### src/rtl/optimer_pkg.sv
package optimer_pkg;

   // operation kinds latched at an accepted start
   typedef enum logic {
      OP_PROGRAM = 1'b0,
      OP_ERASE   = 1'b1
   } op_kind_e;

   function automatic int unsigned max_u(input int unsigned a, input int unsigned b);
      return (a > b) ? a : b;
   endfunction

endpackage

### src/rtl/optimer_count.sv
module optimer_count #(
   parameter int unsigned PROG_CYC  = 500,
   parameter int unsigned ERASE_CYC = 100000,
   localparam int unsigned CW = $clog2(optimer_pkg::max_u(PROG_CYC, ERASE_CYC) + 1)
) (
   input  logic clk,
   input  logic rst_n,
   input  logic accept_i,
   input  logic erase_i,
   output logic busy_o,
   output logic done_o
);

   localparam logic [CW-1:0] PROG_LOAD  = CW'(PROG_CYC - 1);
   localparam logic [CW-1:0] ERASE_LOAD = CW'(ERASE_CYC - 1);

   logic [CW-1:0] cnt_q;
   logic          busy_q;

   always_ff @(posedge clk or negedge rst_n) begin
      if (!rst_n) begin
         busy_q <= 1'b0;
         cnt_q  <= '0;
      end else if (accept_i) begin
         busy_q <= 1'b1;
         cnt_q  <= erase_i ? ERASE_LOAD : PROG_LOAD;
      end else if (busy_q) begin
         if (cnt_q == '0) busy_q <= 1'b0;
         else             cnt_q  <= cnt_q - 1'b1;
      end
   end

   assign busy_o = busy_q;
   assign done_o = busy_q && (cnt_q == '0);

   assert_done_single_R2: assert property (@(posedge clk) disable iff (!rst_n)
      done_o |=> !done_o);
   assert_busy_ends_R2: assert property (@(posedge clk) disable iff (!rst_n)
      done_o |=> !busy_o);
   assert_busy_holds_R3: assert property (@(posedge clk) disable iff (!rst_n)
      (busy_o && !done_o) |=> (busy_o && cnt_q == $past(cnt_q) - 1'b1));

endmodule

### src/rtl/optimer_toggle.sv
module optimer_toggle (
   input  logic clk,
   input  logic rst_n,
   input  logic clear_i,
   input  logic busy_i,
   input  logic rd_act_i,
   output logic tog_o
);

   logic rd_q;
   logic tog_q;

   always_ff @(posedge clk or negedge rst_n) begin
      if (!rst_n) begin
         rd_q  <= 1'b0;
         tog_q <= 1'b0;
      end else begin
         rd_q <= rd_act_i;
         if (clear_i)
            tog_q <= 1'b0;
         else if (busy_i && rd_q && !rd_act_i)
            tog_q <= ~tog_q;
      end
   end

   assign tog_o = tog_q;

   assert_toggle_steady_R6: assert property (@(posedge clk) disable iff (!rst_n)
      (rd_act_i && !clear_i) |=> $stable(tog_o));
   assert_toggle_cleared_R6: assert property (@(posedge clk) disable iff (!rst_n)
      clear_i |=> !tog_o);

endmodule

### src/rtl/optimer_rdmux.sv
module optimer_rdmux #(
   parameter int unsigned DW        = 16,
   parameter int unsigned POLL_BIT  = 7,
   parameter int unsigned TOG_BIT   = 6,
   parameter bit          GATE_IDLE = 1'b1
) (
   input  logic          clk,
   input  logic          rst_n,
   input  logic          busy_i,
   input  logic          erase_i,
   input  logic          poll_i,
   input  logic          tog_i,
   input  logic          drive_i,
   input  logic [DW-1:0] array_i,
   output logic [DW-1:0] rdata_o
);

   logic [DW-1:0] status_w;
   logic [DW-1:0] word_w;

   always_comb begin
      status_w           = '0;
      status_w[POLL_BIT] = erase_i ? 1'b0 : ~poll_i;
      status_w[TOG_BIT]  = tog_i;
      word_w             = busy_i ? status_w : array_i;
   end

   generate
      if (GATE_IDLE) begin : g_gated
         assign rdata_o = drive_i ? word_w : '0;
         assert_idle_quiet_R9: assert property (@(posedge clk) disable iff (!rst_n)
            !drive_i |-> (rdata_o == '0));
      end else begin : g_open
         assign rdata_o = word_w;
      end
   endgenerate

   assert_status_clean_R7: assert property (@(posedge clk) disable iff (!rst_n)
      busy_i |-> ((rdata_o & ~((DW'(1) << POLL_BIT) | (DW'(1) << TOG_BIT))) == '0));

endmodule

### src/rtl/optimer_status.sv
module optimer_status #(
   parameter int unsigned DW        = 16,
   parameter int unsigned PROG_CYC  = 500,
   parameter int unsigned ERASE_CYC = 100000,
   parameter int unsigned POLL_BIT  = 7,
   parameter int unsigned TOG_BIT   = 6,
   parameter bit          GATE_IDLE = 1'b1
) (
   input  logic          clk,
   input  logic          rst_n,
   input  logic          start_i,
   input  logic          op_erase_i,
   input  logic [DW-1:0] last_data_i,
   input  logic          rd_ce_n_i,
   input  logic          rd_oe_n_i,
   input  logic          rd_we_n_i,
   input  logic [DW-1:0] array_data_i,
   output logic          busy_o,
   output logic          done_o,
   output logic          drive_en_o,
   output logic [DW-1:0] rdata_o
);

   import optimer_pkg::*;

   generate
      if (DW <= POLL_BIT || DW <= TOG_BIT || POLL_BIT == TOG_BIT)
         $error("optimer_status: status bit positions do not fit the word");
      if (PROG_CYC < 1 || ERASE_CYC < 1)
         $error("optimer_status: durations must be at least one cycle");
   endgenerate

   logic     busy_w;
   logic     accept_w;
   logic     tog_w;
   op_kind_e kind_q;
   logic     poll_q;
   logic     unused_data;

   assign unused_data = ^last_data_i;
   assign accept_w    = start_i && !busy_w;
   assign drive_en_o  = !rd_ce_n_i && !rd_oe_n_i && rd_we_n_i;

   always_ff @(posedge clk or negedge rst_n) begin
      if (!rst_n) begin
         kind_q <= OP_PROGRAM;
         poll_q <= 1'b0;
      end else if (accept_w) begin
         kind_q <= op_erase_i ? OP_ERASE : OP_PROGRAM;
         poll_q <= last_data_i[POLL_BIT];
      end
   end

   optimer_count #(
      .PROG_CYC  (PROG_CYC),
      .ERASE_CYC (ERASE_CYC)
   ) u_count (
      .clk      (clk),
      .rst_n    (rst_n),
      .accept_i (accept_w),
      .erase_i  (op_erase_i),
      .busy_o   (busy_w),
      .done_o   (done_o)
   );

   optimer_toggle u_toggle (
      .clk      (clk),
      .rst_n    (rst_n),
      .clear_i  (accept_w),
      .busy_i   (busy_w),
      .rd_act_i (drive_en_o),
      .tog_o    (tog_w)
   );

   optimer_rdmux #(
      .DW        (DW),
      .POLL_BIT  (POLL_BIT),
      .TOG_BIT   (TOG_BIT),
      .GATE_IDLE (GATE_IDLE)
   ) u_rdmux (
      .clk     (clk),
      .rst_n   (rst_n),
      .busy_i  (busy_w),
      .erase_i (kind_q == OP_ERASE),
      .poll_i  (poll_q),
      .tog_i   (tog_w),
      .drive_i (drive_en_o),
      .array_i (array_data_i),
      .rdata_o (rdata_o)
   );

   assign busy_o = busy_w;

   assert_kind_held_R10: assert property (@(posedge clk) disable iff (!rst_n)
      (busy_o && !done_o && !start_i) |=> $stable(kind_q) && $stable(poll_q));
   assert_erase_poll_R5: assert property (@(posedge clk) disable iff (!rst_n)
      (busy_o && drive_en_o && kind_q == OP_ERASE) |-> !rdata_o[POLL_BIT]);

endmodule

### config.mk
export PLATFORM = sky130hd
export DESIGN_NAME = optimer_status
export DESIGN_NICKNAME = d
export VERILOG_FILES = /design/src/rtl/optimer_pkg.sv /design/src/rtl/optimer_count.sv /design/src/rtl/optimer_toggle.sv /design/src/rtl/optimer_rdmux.sv /design/src/rtl/optimer_status.sv
export SDC_FILE = /design/constraint.sdc
export NUM_CORES = 1
export LEC_CHECK = 0
export ABC_AREA = 1
export BUFFER_PORTS_ARGS = -buffer_cell sky130_fd_sc_hd__buf_2
export CAP_MARGIN = 20
export CELL_PAD_IN_SITES_DETAIL_PLACEMENT = 2
export CELL_PAD_IN_SITES_GLOBAL_PLACEMENT = 2
export CORE_AREA = 2 2 82 84
export CTS_BUF_LIST = sky130_fd_sc_hd__clkbuf_16
export DETAILED_ROUTE_END_ITERATION = 7
export DIE_AREA = 0 0 84 86
export PLACE_DENSITY = 0.77
export SLEW_MARGIN = 10
export SYNTH_ARGS = -nofsm -noshare
export SYNTH_HDL_FRONTEND = slang
export SYNTH_SLANG_ARGS = --single-unit
export TNS_END_PERCENT = 5
### constraint.sdc
create_clock -name clk -period 2.1 [get_ports clk]
set_input_delay 0.105 -clock clk [delete_from_list [all_inputs] [get_ports clk]]
set_output_delay 0.105 -clock clk [all_outputs]
set_load 0.05 [all_outputs]
Word-level counts from Yosys, hierarchy flattened. Cells that the tools add are included.

Register bits: 22. Bits of input ports: 39. Output and inout bits: 19. Logic and storage cells: 37.

Add/sub/neg operators: 1. Equal/unequal tests: 1. Muxes and demuxes: 13. Bitwise operators: 2. Reductions and logical operators: 14.

Operators with widths (count): two-way mux 17 bit (4); two-way mux 16 bit (2); logical NOT 17 bit (1); subtractor 17 x 1 -> 17 bit (second input constant) (1); two-way mux 1 bit (7); logical AND 1 bit (6); logical NOT 1 bit (4); nonzero test 2 bit (2); inequality test 2 bit (second input constant) (1); NOT 1 bit (2); AND reduction 2 bit (1).

Longest topological paths before layout. Gate-level depths: netlist (run 1).

Depth after elaboration: 7. Depth in mapped cells: 10. Mapped depth without buffers: 10.

Modules after synthesis. From an unflattened synthesis (run 1), not the netlist that was laid out.

Cells, all modules: 254. Area, all modules: 1681.6 um^2.

By module, submodules not included: optimer_count (instances 1, cells each 191, area an instance 1306.3 um^2, sequential area each 450.4 um^2); optimer_rdmux (instances 1, cells each 40, area an instance 188.9 um^2, sequential area each 0.0 um^2); optimer_status (instances 1, cells each 12, area an instance 96.3 um^2, sequential area each 50.0 um^2); optimer_toggle (instances 1, cells each 11, area an instance 90.1 um^2, sequential area each 50.0 um^2).

Least setup slack after synthesis (run 1). No wires, ideal clock.

Path type: flip-flop to output port. Start: register u_count.busy_q, in the netlist u_count.busy_o. End: output port rdata_o[10]. Data arrival time: 1.949 ns. Data required time: 1.995 ns. Setup slack: 0.046 ns. Cell stages (with the launch flop): 6. Path buffers: 2. Path through: dfrtp_1 inv_1 buf_2 buf_1 nand2_1 nor2_1.

Cells in the longest elaborated chain, start to end: 2.

RTL lines: start: declaration (line optimer_count.sv:18) `logic busy_q;`; start signal: assignment (line optimer_count.sv:22) `busy_q <= 1'b0;`; start signal: assignment (line optimer_count.sv:25) `busy_q <= 1'b1;`; start signal: assignment (line optimer_count.sv:28) `if (cnt_q == '0) busy_q <= 1'b0;`; two-way mux 16 bit (line optimer_rdmux.sv:25) `word_w = busy_i ? status_w : array_i;`; two-way mux 16 bit (line optimer_rdmux.sv:30) `assign rdata_o = drive_i ? word_w : '0;`; end: declaration (line optimer_status.sv:21) `output logic [DW-1:0] rdata_o`.

Every way passes these cells.

Worst setup path after layout (run 1).
Start: register u_count.cnt_q[0]. End: output port done_o.

Cells in the longest elaborated chain, start to end: 2.

RTL lines: start: declaration (line optimer_count.sv:17) `logic [CW-1:0] cnt_q;`; start signal: assignment (line optimer_count.sv:26) `cnt_q <= erase_i ? ERASE_LOAD : PROG_LOAD;`; start signal: assignment (line optimer_count.sv:29) `else cnt_q <= cnt_q - 1'b1;`; logical NOT 17 bit (line optimer_count.sv:34) `assign done_o = busy_q && (cnt_q == '0);`; logical AND 1 bit (line optimer_count.sv:34); end: declaration (line optimer_status.sv:19) `output logic done_o,`.

Every way passes these cells.

==> results of run 1 <==
[worst max-delay path by stage]
stage	to	slack, ns	cells after the start	from
3_5_place_dp	u_count.cnt_q[0]	0.16	9	u_count.cnt_q[0]
4_1_cts	done_o	0.01	7	u_count.cnt_q[0]
3_3_place_gp	u_count.cnt_q[5]	0.27	9	u_count.cnt_q[0]
2_1_floorplan	rdata_o[10]	0.05	5	u_count.busy_o
5_1_grt	u_count.cnt_q[0]	-0.007	9	u_count.cnt_q[0]
6_report	done_o	0.11	7	u_count.cnt_q[0]
[state kept, by name, indices dropped and copies added (netlist names)]
signal	flops
kind_q	1
u_count.cnt_q	17
u_count.busy_o	1
poll_q	1
u_toggle.tog_o	1
u_toggle.rd_q	1
[repair_timing]
action | CTS | global route
hold endpoints to repair | 22 | 0
setup endpoints to repair | 0 | 4
hold buffers | 1 | 0
gates resized for setup | 0 | 3
[tightest hold or removal path, delay by kind of cell]
kind                   cells  cell delay [ns]
and+or+nand+nor            2             0.09
buffers and inverters      1             0.08
[cells by family after synthesis]
family,share of synthesized area
xor+xnor,0.0173
fa+ha+maj,0.00822
buf+inv,0.0855
flops,0.362
simple gates,0.479
compound gates,0.0485
[power by group]
part           total [mW]  switching [mW]  internal [mW]
Sequential          0.433         0.00304          0.430
Combinational      0.0583          0.0357         0.0226
Clock               0.412           0.160          0.252
Total               0.903           0.199          0.704
[per-stage QoR]
stage                     total power, mW  hold slack [ns]
after floorplan                     0.462           -0.191
after global placement              0.496            0.118
after detailed placement            0.499            0.127
after CTS                           0.920           0.0515
after global routing                0.942           0.0586
final                               0.903           0.0481
[cell usage in the layout (no fill, tap or decap), drive strengths merged, types with 2 or more instances in the layout]
master,netlist,layout
nor2,41,41
dfrtp,22,22
o21ai,11,11
nand3,35,35
nor3,2,2
buf,7,44
nand2,84,84
clkbuf,1,4
inv,21,21
a21oi,3,3
xor2,2,2
[metal layers]
| metal | vias to the layer above | wire (µm) | track usage |
|---|---|---|---|
| met2 | 17 | 2960 | 0.301 |
| met3 | 4 | 121 | 0.0260 |
| li1 | 818 | - | - |
| met4 | 0 | 58 | 0.0367 |
| met1 | 819 | 2330 | 0.179 |
| met5 | - | 0 | 0 |
[final cells by class]
type / instances / area (µm²) / area share
clock buffer: 3 / 75.1 / 0.0394
sequential: 22 / 551 / 0.289
tap: 77 / 96.3 / 0.0506
inverter: 21 / 78.8 / 0.0414
timing repair buffer: 46 / 245 / 0.129
multi-input combinational: 184 / 857 / 0.450
==> results.sh, run 1 <==
export IMPL_outcome="completed"
export IMPL_wl_per_cell_um=15.5
export IMPL_async_flop_share=1.00
export IMPL_place_congestion=0.730
export IMPL_endpoint_kind="output pin"
export IMPL_place_area_mm2=0.00180
export IMPL_dp_cells=349
export IMPL_crit_path_max_incr_delay_ns=0.39
export IMPL_overflow=0
export IMPL_fin_skew_ns=0.00365
export IMPL_fillers=810
export IMPL_cts_inserted_buffers=3
export IMPL_cp_top_family="simple AND/OR/NAND/NOR gates"
export IMPL_die_h_um=86
export IMPL_clock_root_buffer="clkbuf_16"
export IMPL_min_path_cells=3
export IMPL_finalHoldViolations=0
export IMPL_antenna_found_initial=0
export IMPL_synth_top_area_share=0.362
export IMPL_syn_area_mm2=0.00152
export IMPL_drt_initial_drc_count=50
export IMPL_wl_um=5470
export IMPL_holdPathEnd="poll_q"
export IMPL_powerDensity_mw_per_mm2=474
export IMPL_cts_tree="yes"
export IMPL_n_antenna_cell=0
export IMPL_htreeDepth=1
export IMPL_clkSinkCount=22
export IMPL_drt_pass1_iterations=4
export IMPL_drc=0
export IMPL_yosysUniqueCellTypes=26
export IMPL_row_count=29
export IMPL_grt_pass1_wl_um=9010
export IMPL_grt_max_degree=23
export IMPL_yosysMostFrequentCell="nand2_1"
export IMPL_worst_pin_slew_ns=0.566
export IMPL_routed_via_density=4.70
export IMPL_slew_headroom=0.622
export IMPL_synth_area_leader_cell="dfrtp_1"
export IMPL_fin_util=0.303
export IMPL_syn2layout_area_growth_pct=25.0
export IMPL_cpMaxStageDelayCell="dfrtp_1"
export IMPL_yosys_top_cells_area="dfrtp_1, nand2_1, nand3_1, nor2_1, inv_1"
export IMPL_period_share=0.946
export IMPL_portBuffers=42
export IMPL_arrival_ns=1.88
export IMPL_timing_rr_end="u_count.cnt_q[0]"
export IMPL_cp_num_buf_inv=2
export IMPL_hold_path_class="in -> reg"
export IMPL_core_area_mm2=0.00628
export IMPL_drive_gt1_frac=0.214
export IMPL_clk_pin_slew_ns=0.06
export IMPL_layout_cells_non_filler=353
export IMPL_pre_cts_ws_ns=0.160
export IMPL_min_from="last_data_i[7]"
export IMPL_cp_start_kind="register"
export IMPL_grt_pass1_vias=1827
export IMPL_cts_path_max_buffers=2
export IMPL_drv_slew=0
export IMPL_hpwl_um=4020
export IMPL_grt_util_all_layers=0.156
export IMPL_ioPinCount=58
export IMPL_regToRegSetupSlack_ns=0.16
export IMPL_setup_viol=0
export IMPL_dieArea_mm2=0.00722
export IMPL_path_max_fanout=7
export IMPL_rr_startpoint="u_count.cnt_q[0]"
export IMPL_clock_latency_ns=0.26
export IMPL_num_vias=1658
export IMPL_syn_instance_count=235
export IMPL_ys_ff_latch=22
export IMPL_yosys_warnings=0
export IMPL_final_nets=318
export IMPL_leakage_nw=0.972
export IMPL_start_util=0.243
export IMPL_worstPathRequired_ns=2.00
export IMPL_postRouteAntennaNets=0
export IMPL_worst_slack_ns=0.114
export IMPL_ys_top_cells_by_count="nand2_1, nor2_1, nand3_1"
export IMPL_r2r_cells=9
export IMPL_avgSynthCellArea_um2=6.48
export IMPL_max_cap_violations=0
export IMPL_synth_seq_area_share=0.362
export IMPL_fp_dieW_um=84
export IMPL_synth_edf_count=0
export IMPL_cts_setup_buffers=0
export IMPL_fin_setup_tns_ns=0
export IMPL_design_area_mm2=0.00190
export IMPL_path_class="reg -> out"
export IMPL_path_cells="inv_1 -> ha_1 -> nand2_2 -> nor4_2 -> nand3_1 -> nor2_1 -> clkbuf_4"
export IMPL_synth_ff_type="dfrtp_1"
export IMPL_max_freq_mhz=504
export IMPL_min_period_ns=1.99
export IMPL_syn_num_nets=275
export IMPL_ir_drop_uv=331
(Power assumes the default switching activity.)
==> run 2: changes to the inputs <==
- CORE_AREA: 2 2 82 84 -> 2 2 79 81
- DIE_AREA: 0 0 84 86 -> 0 0 81 83
- PLACE_DENSITY: 0.77 -> 0.83
- clock period: 2.1 -> 2.5 ns (I/O delays scaled with it)
==> run 2 against run 1 <==
  * Non-clock buffer count did not move
  * Via count barely moved
  * Clock power fell by 17%
  * Worst setup slack improved by 0.29 ns
  * Critical endpoint unchanged
==> results.sh, run 2 (same netlist as run 1, synthesis figures left out) <==
export IMPL_outcome="completed"
export IMPL_p_sw_mw=0.165
export IMPL_worst_slack_ns=0.404
export IMPL_grt_max_degree=23
export IMPL_cpMaxStageDelayCell="dfrtp_1"
export IMPL_cts_setup_buffers=0
export IMPL_routed_via_density=4.73
export IMPL_cts_tree="yes"
export IMPL_cp_start_kind="register"
export IMPL_arrival_ns=1.97
export IMPL_grt_pass1_vias=1882
export IMPL_start_util=0.262
export IMPL_ir_drop_uv=204
export IMPL_core_area_mm2=0.00582
export IMPL_hold_path_class="in -> reg"
export IMPL_worstPathRequired_ns=2.38
export IMPL_crit_path_max_incr_delay_ns=0.39
export IMPL_max_cap_violations=0
export IMPL_switching_share=0.218
export IMPL_wl_per_cell_um=14.8
export IMPL_place_area_mm2=0.00180
export IMPL_portBuffers=42
export IMPL_powerDensity_mw_per_mm2=402
export IMPL_pre_cts_ws_ns=0.539
export IMPL_clock_latency_ns=0.25
export IMPL_dr_max_layer_used="met4"
export IMPL_drt_initial_drc_count=66
export IMPL_path_max_fanout=7
export IMPL_cp_num_buf_inv=2
export IMPL_wl_met3_um=137
export IMPL_grt_pass1_wl_um=9010
export IMPL_slew_headroom=0.624
export IMPL_htreeDepth=1
export IMPL_rr_startpoint="u_count.cnt_q[0]"
export IMPL_power_mw=0.757
export IMPL_whs_ns=0.0729
export IMPL_antenna_found_initial=0
export IMPL_leakage_nw=0.970
export IMPL_regToRegSetupSlack_ns=0.56
export IMPL_fin_skew_ns=0.00164
export IMPL_worstSetupStartpoint="u_count.cnt_q[0]"
export IMPL_postRouteAntennaNets=0
export IMPL_clkSinkCount=22
export IMPL_grt_util_all_layers=0.169
export IMPL_worst_pin_slew_ns=0.563
export IMPL_design_area_mm2=0.00188
export IMPL_fp_dieW_um=81
export IMPL_min_period_ns=2.10
export IMPL_wl_um=5190
export IMPL_register_area_um2=551
export IMPL_n_antenna_cell=0
export IMPL_p_comb_frac=0.065
export IMPL_largest_register_ffs=17
export IMPL_rsz0062_at_grt="false"
export IMPL_multiInputGateArea_um2=842
export IMPL_layout_commonest_cell="nand2_1"
export IMPL_die_h_um=83
export IMPL_cts_inserted_buffers=3
export IMPL_clock_root_buffer="clkbuf_16"
export IMPL_hpwl_um=4010
export IMPL_finalHoldViolations=0
export IMPL_syn2layout_area_growth_pct=23.7
export IMPL_path_class="reg -> out"
export IMPL_drc=0
export IMPL_min_from="last_data_i[7]"
export IMPL_endpoint_kind="output pin"
export IMPL_cts_path_max_buffers=2
export IMPL_overflow=0
export IMPL_setup_viol=0
export IMPL_drive_gt1_frac=0.210
export IMPL_clk_pin_slew_ns=0.06
export IMPL_internal_power_mw=0.591
export IMPL_top_register="u_count.cnt_q"
export IMPL_drv_slew=0
export IMPL_clockPowerShare=0.453
export IMPL_path_cells="inv_1 -> ha_1 -> nand2_2 -> nor4_1 -> nand3_1 -> nor2_1 -> buf_2"
export IMPL_place_congestion=0.801
export IMPL_num_vias=1659
export IMPL_mostFrequentLayoutCells="nand2_1, buf_2, nor2_1"
export IMPL_met1_length_um=2360
export IMPL_period_share=0.839
export IMPL_cp_top_family="simple AND/OR/NAND/NOR gates"
export IMPL_max_freq_mhz=477
export IMPL_dieArea_mm2=0.00672
export IMPL_ioPinCount=58
export IMPL_drt_pass1_iterations=4
export IMPL_row_count=28
export IMPL_final_nets=318
export IMPL_fillers=750
export IMPL_wl_met2_um=2640
export IMPL_seq_power_share=0.482
export IMPL_fin_setup_tns_ns=0
[run 2: cell type report]
cell class	count	share of cell area
multi-input combinational	184	0.447
timing repair buffer	46	0.129
sequential	22	0.292
inverter	21	0.0419
clock buffer	3	0.0399
tap	75	0.0498
[run 2: worst reg2reg max path, delay by kind of cell, from the launching register on]
family | cells | cell delay (ns)
AO/OA/AOI/OAI | 1 | 0.09
buffers and inverters | 1 | 0.12
AND/OR/NAND/NOR | 6 | 0.97
flip-flops | 1 | 0.39
adder cells (fa/ha/maj) | 1 | 0.23
[run 2: per-stage QoR]
step                instances  utilization
detailed placement        347        0.309
global placement          347        0.309
CTS                       351        0.324
finish                    351        0.324
floorplan                 235            -
global route              351        0.324
[run 2: power by group through the flow]
stage | Combinational, mW | Clock, mW | Sequential, mW
6_report | 0.0495 | 0.343 | 0.365
4_1_cts | 0.0515 | 0.354 | 0.364
2_1_floorplan | 0.0187 | 0 | 0.369
5_1_grt | 0.0569 | 0.371 | 0.364
3_3_place_gp | 0.0468 | 0 | 0.370
3_5_place_dp | 0.0503 | 0 | 0.371
[run 2: worst paths after layout]
kind,cells after the start,to
max in group asynchronous,2,u_count.cnt_q[6]
worst max register to register,9,u_count.cnt_q[6]
worst max-delay path,7,done_o
worst min-delay path,3,poll_q
min in group asynchronous,2,u_count.cnt_q[13]
worst min register to register,2,poll_q
[run 2: routing by layer]
metal / up-vias / global-route usage
li1: 821 / -
met1: 805 / 0.225
met2: 28 / 0.289
met3: 5 / 0.0196
met4: 0 / 0.0370
met5: - / 0
[run 2: what timing repair did]
action                                  in CTS  in global routing
resized for setup                            0                  0
endpoints found under the setup margin       0                  0
endpoints found under the hold margin       22                  0
hold buffers                                 1                  0
